[src/rtl/spec_rob_pkg.sv]
package spec_rob_pkg;

  typedef enum logic [1:0] {
    ROB_K_REG    = 2'd0,
    ROB_K_STORE  = 2'd1,
    ROB_K_BRANCH = 2'd2,
    ROB_K_RSVD   = 2'd3
  } rob_kind_e;

  // next ring position for a pointer over depth slots
  function automatic int unsigned rob_wrap_inc(int unsigned p, int unsigned depth);
    return (p + 1 == depth) ? 0 : p + 1;
  endfunction

  // occupancy after one cycle of allocation and retirement
  function automatic int unsigned rob_occ_next(int unsigned occ, logic add, logic sub);
    return occ + (add ? 1 : 0) - (sub ? 1 : 0);
  endfunction

endpackage

[src/rtl/spec_rob_ptrs.sv]
module spec_rob_ptrs
  import spec_rob_pkg::*;
#(
  parameter int DEPTH = 8
) (
  input  logic                     clk,
  input  logic                     rst_n,
  input  logic                     alloc_i,
  input  logic                     retire_i,
  input  logic                     clear_i,
  output logic [$clog2(DEPTH)-1:0] head_o,
  output logic [$clog2(DEPTH)-1:0] tail_o,
  output logic                     full_o,
  output logic                     empty_o
);
  localparam int TAG_W = $clog2(DEPTH);
  localparam int CNT_W = $clog2(DEPTH + 1);

  logic [TAG_W-1:0] head_q, tail_q;
  logic [CNT_W-1:0] occ_q;

  always_ff @(posedge clk or negedge rst_n) begin
    if (!rst_n) begin
      head_q <= '0;
      tail_q <= '0;
      occ_q  <= '0;
    end else if (clear_i) begin
      head_q <= '0;
      tail_q <= '0;
      occ_q  <= '0;
    end else begin
      if (alloc_i)  tail_q <= TAG_W'(rob_wrap_inc(tail_q, DEPTH));
      if (retire_i) head_q <= TAG_W'(rob_wrap_inc(head_q, DEPTH));
      occ_q <= CNT_W'(rob_occ_next(occ_q, alloc_i, retire_i));
    end
  end

  assign head_o  = head_q;
  assign tail_o  = tail_q;
  assign full_o  = (occ_q == CNT_W'(DEPTH));
  assign empty_o = (occ_q == '0);

  AST_NO_OVERFLOW: assert property (@(posedge clk) disable iff (!rst_n)
    alloc_i |-> !full_o) else $error("allocation into a full buffer");
  AST_NO_UNDERFLOW: assert property (@(posedge clk) disable iff (!rst_n)
    retire_i |-> !empty_o) else $error("retirement from an empty buffer");
  AST_CLEAR_EMPTIES: assert property (@(posedge clk) disable iff (!rst_n)
    clear_i |=> (empty_o && head_q == '0 && tail_q == '0)) else $error("flush left entries");
  AST_OCC_BALANCED: assert property (@(posedge clk) disable iff (!rst_n)
    (alloc_i && retire_i && !clear_i) |=> (occ_q == $past(occ_q))) else $error("occupancy drift");

endmodule

[src/rtl/spec_rob_entries.sv]
module spec_rob_entries
  import spec_rob_pkg::*;
#(
  parameter int DEPTH      = 8,
  parameter int DATA_W     = 32,
  parameter int ADDR_W     = 16,
  parameter int NUM_LOOKUP = 2
) (
  input  logic                                clk,
  input  logic                                rst_n,
  input  logic                                clear_i,
  input  logic                                alloc_i,
  input  logic [$clog2(DEPTH)-1:0]            alloc_idx_i,
  input  logic [1:0]                          alloc_kind_i,
  input  logic [ADDR_W-1:0]                   alloc_dest_i,
  input  logic                                retire_i,
  input  logic [$clog2(DEPTH)-1:0]            head_idx_i,
  input  logic                                res_valid_i,
  input  logic [$clog2(DEPTH)-1:0]            res_tag_i,
  input  logic [DATA_W-1:0]                   res_value_i,
  input  logic                                res_mispred_i,
  input  logic                                res_excep_i,
  input  logic [NUM_LOOKUP*$clog2(DEPTH)-1:0] lk_tag_i,
  output logic [NUM_LOOKUP-1:0]               lk_hit_o,
  output logic [NUM_LOOKUP*DATA_W-1:0]        lk_value_o,
  output logic                                head_vld_o,
  output logic                                head_rdy_o,
  output logic [1:0]                          head_kind_o,
  output logic [ADDR_W-1:0]                   head_dest_o,
  output logic [DATA_W-1:0]                   head_val_o,
  output logic                                head_misp_o,
  output logic                                head_exc_o
);
  localparam int TAG_W = $clog2(DEPTH);

  logic [DEPTH-1:0]  vld_q, rdy_q, misp_q, exc_q;
  logic [1:0]        kind_q [DEPTH];
  logic [ADDR_W-1:0] dest_q [DEPTH];
  logic [DATA_W-1:0] val_q  [DEPTH];

  // a result beat only lands on an occupied slot
  logic res_hit;
  assign res_hit = res_valid_i && vld_q[res_tag_i];

  always_ff @(posedge clk or negedge rst_n) begin
    if (!rst_n) begin
      vld_q  <= '0;
      rdy_q  <= '0;
      misp_q <= '0;
      exc_q  <= '0;
      for (int e = 0; e < DEPTH; e++) begin
        kind_q[e] <= '0;
        dest_q[e] <= '0;
        val_q[e]  <= '0;
      end
    end else if (clear_i) begin
      vld_q <= '0;
      rdy_q <= '0;
    end else begin
      for (int e = 0; e < DEPTH; e++) begin
        if (res_hit && res_tag_i == TAG_W'(e)) begin
          rdy_q[e]  <= 1'b1;
          val_q[e]  <= res_value_i;
          misp_q[e] <= res_mispred_i;
          exc_q[e]  <= res_excep_i;
        end
        if (retire_i && head_idx_i == TAG_W'(e)) begin
          vld_q[e] <= 1'b0;
          rdy_q[e] <= 1'b0;
        end
        if (alloc_i && alloc_idx_i == TAG_W'(e)) begin
          vld_q[e]  <= 1'b1;
          rdy_q[e]  <= 1'b0;
          misp_q[e] <= 1'b0;
          exc_q[e]  <= 1'b0;
          kind_q[e] <= alloc_kind_i;
          dest_q[e] <= alloc_dest_i;
        end
      end
    end
  end

  // operand lookup ports
  for (genvar p = 0; p < NUM_LOOKUP; p++) begin : g_lookup
    logic [TAG_W-1:0] tag;
    assign tag = lk_tag_i[p*TAG_W +: TAG_W];
    assign lk_hit_o[p] = vld_q[tag] && rdy_q[tag];
    assign lk_value_o[p*DATA_W +: DATA_W] = val_q[tag];
  end

  assign head_vld_o  = vld_q[head_idx_i];
  assign head_rdy_o  = rdy_q[head_idx_i];
  assign head_kind_o = kind_q[head_idx_i];
  assign head_dest_o = dest_q[head_idx_i];
  assign head_val_o  = val_q[head_idx_i];
  assign head_misp_o = misp_q[head_idx_i];
  assign head_exc_o  = exc_q[head_idx_i];

  for (genvar g = 0; g < DEPTH; g++) begin : g_chk
    AST_RESULT_CAPTURE: assert property (@(posedge clk) disable iff (!rst_n)
      (res_valid_i && res_tag_i == TAG_W'(g) && vld_q[g] && !clear_i) |=> rdy_q[g])
      else $error("result beat not captured");
    AST_STALE_RESULT_DROPPED: assert property (@(posedge clk) disable iff (!rst_n)
      (res_valid_i && res_tag_i == TAG_W'(g) && !vld_q[g]) |=> !rdy_q[g])
      else $error("result beat landed on a free slot");
  end

endmodule

[src/rtl/spec_rob_commit.sv]
module spec_rob_commit
  import spec_rob_pkg::*;
#(
  parameter int DATA_W = 32,
  parameter int ADDR_W = 16,
  parameter int REG_W  = 5
) (
  input  logic              clk,
  input  logic              rst_n,
  input  logic              hold_i,
  input  logic              head_vld_i,
  input  logic              head_rdy_i,
  input  logic [1:0]        head_kind_i,
  input  logic [ADDR_W-1:0] head_dest_i,
  input  logic [DATA_W-1:0] head_val_i,
  input  logic              head_misp_i,
  input  logic              head_exc_i,
  output logic              retire_o,
  output logic              excep_o,
  output logic              flush_o,
  output logic              rf_we_o,
  output logic [REG_W-1:0]  rf_idx_o,
  output logic [DATA_W-1:0] rf_data_o,
  output logic              st_req_o,
  output logic [ADDR_W-1:0] st_addr_o,
  output logic [DATA_W-1:0] st_data_o
);
  logic is_reg, is_store, is_branch;

  assign is_reg    = (head_kind_i == ROB_K_REG);
  assign is_store  = (head_kind_i == ROB_K_STORE);
  assign is_branch = (head_kind_i == ROB_K_BRANCH);

  assign retire_o  = head_vld_i && head_rdy_i && !hold_i;
  assign excep_o   = retire_o && head_exc_i;
  assign flush_o   = retire_o && (head_exc_i || (is_branch && head_misp_i));
  assign rf_we_o   = retire_o && !head_exc_i && is_reg;
  assign st_req_o  = retire_o && !head_exc_i && is_store;
  assign rf_idx_o  = head_dest_i[REG_W-1:0];
  assign rf_data_o = head_val_i;
  assign st_addr_o = head_dest_i;
  assign st_data_o = head_val_i;

  AST_COMMIT_NEEDS_READY: assert property (@(posedge clk) disable iff (!rst_n)
    (rf_we_o || st_req_o || flush_o) |-> (head_vld_i && head_rdy_i)) else $error("commit of unready head");
  AST_SINGLE_ACTION: assert property (@(posedge clk) disable iff (!rst_n)
    !(rf_we_o && st_req_o)) else $error("register write and store together");
  AST_EXCEP_SUPPRESSES: assert property (@(posedge clk) disable iff (!rst_n)
    excep_o |-> (!rf_we_o && !st_req_o && flush_o)) else $error("exception commit changed state");
  AST_HOLD_BLOCKS_COMMIT: assert property (@(posedge clk) disable iff (!rst_n)
    hold_i |-> !(rf_we_o || st_req_o || flush_o)) else $error("commit during external flush");

endmodule

[src/rtl/spec_rob.sv]
module spec_rob
  import spec_rob_pkg::*;
#(
  parameter int DEPTH      = 8,
  parameter int DATA_W     = 32,
  parameter int ADDR_W     = 16,
  parameter int REG_W      = 5,
  parameter int NUM_LOOKUP = 2
) (
  input  logic                                clk,
  input  logic                                rst_n,
  input  logic                                iss_valid_i,
  input  logic                                iss_rs_free_i,
  input  logic [1:0]                          iss_kind_i,
  input  logic [ADDR_W-1:0]                   iss_dest_i,
  output logic                                iss_ready_o,
  output logic [$clog2(DEPTH)-1:0]            iss_tag_o,
  input  logic                                res_valid_i,
  input  logic [$clog2(DEPTH)-1:0]            res_tag_i,
  input  logic [DATA_W-1:0]                   res_value_i,
  input  logic                                res_mispred_i,
  input  logic                                res_excep_i,
  input  logic [NUM_LOOKUP*$clog2(DEPTH)-1:0] lk_tag_i,
  output logic [NUM_LOOKUP-1:0]               lk_hit_o,
  output logic [NUM_LOOKUP*DATA_W-1:0]        lk_value_o,
  input  logic                                flush_i,
  output logic                                cmt_valid_o,
  output logic [$clog2(DEPTH)-1:0]            cmt_tag_o,
  output logic                                cmt_excep_o,
  output logic                                rf_we_o,
  output logic [REG_W-1:0]                    rf_idx_o,
  output logic [DATA_W-1:0]                   rf_data_o,
  output logic                                st_req_o,
  output logic [ADDR_W-1:0]                   st_addr_o,
  output logic [DATA_W-1:0]                   st_data_o,
  output logic                                flush_o
);
  localparam int TAG_W = $clog2(DEPTH);

  // named internal events
  logic             ev_alloc, ev_retire, ev_cmt_flush, ev_clear;
  logic             full, empty;
  logic [TAG_W-1:0] head, tail;

  logic              h_vld, h_rdy, h_misp, h_exc;
  logic [1:0]        h_kind;
  logic [ADDR_W-1:0] h_dest;
  logic [DATA_W-1:0] h_val;

  // flush (either source) outranks allocation
  assign ev_clear    = flush_i || ev_cmt_flush;
  assign iss_ready_o = !full && iss_rs_free_i && !ev_clear;
  assign ev_alloc    = iss_valid_i && iss_ready_o;
  assign iss_tag_o   = tail;

  spec_rob_ptrs #(.DEPTH(DEPTH)) u_ptrs (
    .clk      (clk),
    .rst_n    (rst_n),
    .alloc_i  (ev_alloc),
    .retire_i (ev_retire),
    .clear_i  (ev_clear),
    .head_o   (head),
    .tail_o   (tail),
    .full_o   (full),
    .empty_o  (empty)
  );

  spec_rob_entries #(
    .DEPTH(DEPTH), .DATA_W(DATA_W), .ADDR_W(ADDR_W), .NUM_LOOKUP(NUM_LOOKUP)
  ) u_entries (
    .clk           (clk),
    .rst_n         (rst_n),
    .clear_i       (ev_clear),
    .alloc_i       (ev_alloc),
    .alloc_idx_i   (tail),
    .alloc_kind_i  (iss_kind_i),
    .alloc_dest_i  (iss_dest_i),
    .retire_i      (ev_retire),
    .head_idx_i    (head),
    .res_valid_i   (res_valid_i),
    .res_tag_i     (res_tag_i),
    .res_value_i   (res_value_i),
    .res_mispred_i (res_mispred_i),
    .res_excep_i   (res_excep_i),
    .lk_tag_i      (lk_tag_i),
    .lk_hit_o      (lk_hit_o),
    .lk_value_o    (lk_value_o),
    .head_vld_o    (h_vld),
    .head_rdy_o    (h_rdy),
    .head_kind_o   (h_kind),
    .head_dest_o   (h_dest),
    .head_val_o    (h_val),
    .head_misp_o   (h_misp),
    .head_exc_o    (h_exc)
  );

  spec_rob_commit #(.DATA_W(DATA_W), .ADDR_W(ADDR_W), .REG_W(REG_W)) u_commit (
    .clk         (clk),
    .rst_n       (rst_n),
    .hold_i      (flush_i),
    .head_vld_i  (h_vld),
    .head_rdy_i  (h_rdy),
    .head_kind_i (h_kind),
    .head_dest_i (h_dest),
    .head_val_i  (h_val),
    .head_misp_i (h_misp),
    .head_exc_i  (h_exc),
    .retire_o    (ev_retire),
    .excep_o     (cmt_excep_o),
    .flush_o     (ev_cmt_flush),
    .rf_we_o     (rf_we_o),
    .rf_idx_o    (rf_idx_o),
    .rf_data_o   (rf_data_o),
    .st_req_o    (st_req_o),
    .st_addr_o   (st_addr_o),
    .st_data_o   (st_data_o)
  );

  assign cmt_valid_o = ev_retire;
  assign cmt_tag_o   = head;
  assign flush_o     = ev_cmt_flush;

  AST_FLUSH_BLOCKS_ISSUE: assert property (@(posedge clk) disable iff (!rst_n)
    ev_clear |-> !ev_alloc) else $error("issue accepted during flush");
  AST_EMPTY_NO_COMMIT: assert property (@(posedge clk) disable iff (!rst_n)
    empty |-> !cmt_valid_o) else $error("commit with no entries");
  AST_VALID_HEAD_ONLY: assert property (@(posedge clk) disable iff (!rst_n)
    (h_vld && !h_rdy) |-> !cmt_valid_o) else $error("commit past a waiting head");

endmodule

[config.mk]
export PLATFORM = sky130hd
export DESIGN_NAME = spec_rob
export DESIGN_NICKNAME = d
export VERILOG_FILES = /design/src/rtl/spec_rob_pkg.sv /design/src/rtl/spec_rob_ptrs.sv /design/src/rtl/spec_rob_entries.sv /design/src/rtl/spec_rob_commit.sv /design/src/rtl/spec_rob.sv
export SDC_FILE = /design/constraint.sdc
export NUM_CORES = 1
export LEC_CHECK = 0
export BUFFER_PORTS_ARGS = -buffer_cell sky130_fd_sc_hd__buf_2
export CAP_MARGIN = 10
export CORE_ASPECT_RATIO = 1.1
export CORE_MARGIN = 10
export CORE_UTILIZATION = 65
export CTS_CLUSTER_DIAMETER = 150
export DETAILED_ROUTE_END_ITERATION = 6
export PLACE_DENSITY_LB_ADDON = 0.1
export SYNTH_ARGS = -nofsm -noshare
export SYNTH_HDL_FRONTEND = slang
export SYNTH_SLANG_ARGS = --single-unit
[constraint.sdc]
create_clock -name clk -period 8.6 [get_ports clk]
set_clock_uncertainty 0.05 [all_clocks]
set_input_delay 0.43 -clock clk [delete_from_list [all_inputs] [get_ports clk]]
set_output_delay 0.43 -clock clk [all_outputs]
set_load 0.005 [all_outputs]
==> flow_summary.json <==
{
  "timing.fmax_mhz": 202,
  "via_count": 15500,
  "synth_top_family_by_area": "multiplexers",
  "synthArstFlopShare": 1.00,
  "yosys_warnings": 0,
  "synth.area.mux_share": 0.439,
  "synth_xor_area_frac": 0.00107,
  "drv_slew": 0,
  "final_cells": 2341,
  "min_path_type": "in2reg",
  "cpLargestDelayFamily": "compound AO/OA/AOI/OAI gates",
  "cts_buffers": 46,
  "synth_fa_ha_area_frac": 0.00952,
  "cts_tree": "done",
  "initial_core_util": 0.659,
  "syn_nets": 1754,
  "wl_per_cell_um": 26.1,
  "netlist_area_um2": 24500,
  "worstPathArrival_ns": 4.48,
  "clock_sinks": 442,
  "seq_area_frac_synth": 0.452,
  "htreeDepth": 2,
  "synthCells": 1669,
  "final_core_util": 0.732,
  "grt_pass1_wl_mm": 96.0,
  "clk_latency_ns": 0.56,
  "cts_root_buffer": "clkbuf_16",
  "avgViaCountPerCell": 6.61,
  "cp_slowest_cell": "o21bai_4",
  "grt_use_total": 0.269,
  "grt.overflow.total": 0,
  "setup_viol": 0,
  "grt_pass1_vias": 16200,
  "ios": 230,
  "port_buffers": 229,
  "cp_num_cells": 7,
  "fin_crit_ns": 4.96,
  "start_kind": "flop",
  "synth_cell_type_count": 39,
  "r2r_slack_ns": 3.80,
  "clockBufferDepth": 3,
  "crit_type": "reg2out",
  "max-cap-violations": 0,
  "globalplace.congestion": 0.872,
  "endpoint": "iss_ready_o",
  "synth-edff-count": 0,
  "dpl_worst_slack_ns": 3.69,
  "end_kind": "output pin",
  "place_hpwl_mm": 36.3,
  "crit_buf_inv": 2,
  "finalCritPeriodShare": 0.576,
  "hold_buffers": 1,
  "grt_start_max_net_pins": 180,
  "cts_resized": 0,
  "crit_chain": "buf_4, mux4_2, mux2i_1, a31oi_2, o21bai_4, nor2_1, buf_2",
  "worstPathMaxFanout": 44,
  "ant_nets": 0,
  "final_nets": 1895,
  "ys_ff_latch": 442,
  "die-area_um2": 45800,
  "coreArea_um2": 37100,
  "rows": 74,
  "final_common_cell": "dfrtp_1",
  "avgSynthCellArea_um2": 14.7,
  "drtIter0Drc": 975,
  "dieWidth_um": 205,
  "rr_startpoint": "u_ptrs.head_o[0]",
  "rsz0062_at_grt": "false",
  "die_h_um": 223,
  "synth-simple-area-share": 0.0465,
  "first_pass_iters": 5,
  "drive_above_1_share": 0.544,
  "slew_headroom": 0.239,
  "crit_start": "u_ptrs.head_o[0]",
  "place_inst": 2255,
  "worst_pin_slew_ns": 1.14,
  "cts_setup_buffers": 0,
  "antenna_found_initial": 7,
  "synth_compound_area_frac": 0.0136,
  "r2r_end": "u_ptrs.occ_q[2]",
  "final_cell_mix": "dfrtp_1, mux2_2, mux4_2",
  "tns_ns": 0,
  "worst_slack_ns": 3.64,
  "final_hold_viol_count": 0,
  "drc_errors": 0,
  "clkTransAtPathRegs_ns": 0.06,
  "synth_flop_cell": "dfrtp_1",
  "routed_wl_mm": 61.1,
  "reg2reg_depth": 10,
  "leakage_nw": 13.0,
  "power_density_nw_per_um2": 176,
  "ir_worst_vdd_uv": 182,
  "area_growth_pct": 11.1,
  "critical_path_required_ns": 8.12,
  "max_stage_delay_ns": 0.83,
  "status": "finished clean"
}
==> logic make-up after synthesis <==
group	count (synthesis)
mux	720
flops	442
simple gates	253
buf+inv	185
compound gates	48
fa+ha+maj	18
xor+xnor	3
==> area by class of cell <==
type	count	area, µm²
multi-input combinational	1042	12500
sequential	442	11100
fill	2494	9960
timing repair buffer	261	1430
clock buffer	67	1360
tap	494	618
clock inverter	15	100
inverter	17	63.8
antenna	3	7.51
==> through the flow <==
stage	power [mW]	area, µm²	hold slack [ns]
final	4.77	27200	0.142
after global routing	4.96	27200	0.149
after CTS	4.82	27200	0.106
after detailed placement	2.87	25700	0.423
after global placement	2.85	25700	0.412
after floorplan	2.65	24500	0.0844
==> state kept, by name, indices dropped and copies added, names as in the netlist <==
name	cells
u_entries.misp_q	8
u_entries.exc_q	8
u_entries.dest_q	128
u_ptrs.head_o	3
u_entries.val_q	256
u_entries.rdy_q	8
u_entries.vld_q	8
u_ptrs.occ_q	4
u_ptrs.tail_o	3
u_entries.kind_q	16
==> metal layers <==
metal | vias up | share of wire | track usage
li1 | 6547 | - | -
met1 | 8277 | 0.39 | 0.354
met2 | 546 | 0.52 | 0.453
met3 | 100 | 0.070 | 0.0461
met4 | 10 | 0.021 | 0.0729
met5 | - | 0.0013 | 0
==> how the worst min path moves through the flow <==
| stage | from | end | slack (ns) | cells after the start |
|---|---|---|---|---|
| final | iss_dest_i[8] | u_entries.dest_q[120] | 0.14 | 2 |
| after global routing | iss_dest_i[7] | u_entries.dest_q[103] | 0.15 | 2 |
| after CTS | iss_dest_i[8] | u_entries.dest_q[120] | 0.11 | 2 |
| after detailed placement | u_entries.dest_q[93] | u_entries.dest_q[93] | 0.42 | 1 |
| after global placement | u_entries.dest_q[90] | u_entries.dest_q[90] | 0.41 | 1 |
| after floorplan | rst_n | u_entries.dest_q[0] | 0.08 | 0 |
==> cell usage after synthesis, types with 8 or more instances <==
library cell  count  area share
mux4_2          236        0.22
o21a_1            8      0.0025
nand3_1           9      0.0018
buf_2            49       0.010
a21o_1            9      0.0028
mux2_1           53       0.024
inv_1            16      0.0025
mux2i_1          17      0.0070
ha_1             17      0.0087
clkbuf_1         46      0.0071
buf_1            29      0.0045
buf_4            44       0.014
nor2_1           46      0.0071
dfrtp_1         442        0.45
mux2_2          414        0.19
nand2_1         157       0.024
o21ai_0           8      0.0016
a21oi_1           9      0.0018
nor3_1            9      0.0018
==> power breakdown <==
group          internal, mW  total [mW]  switching, mW
registers              2.21        2.29         0.0803
logic                 0.280       0.544          0.264
clock network          1.13        1.94          0.815
Power figures use the tool's default switching activity.
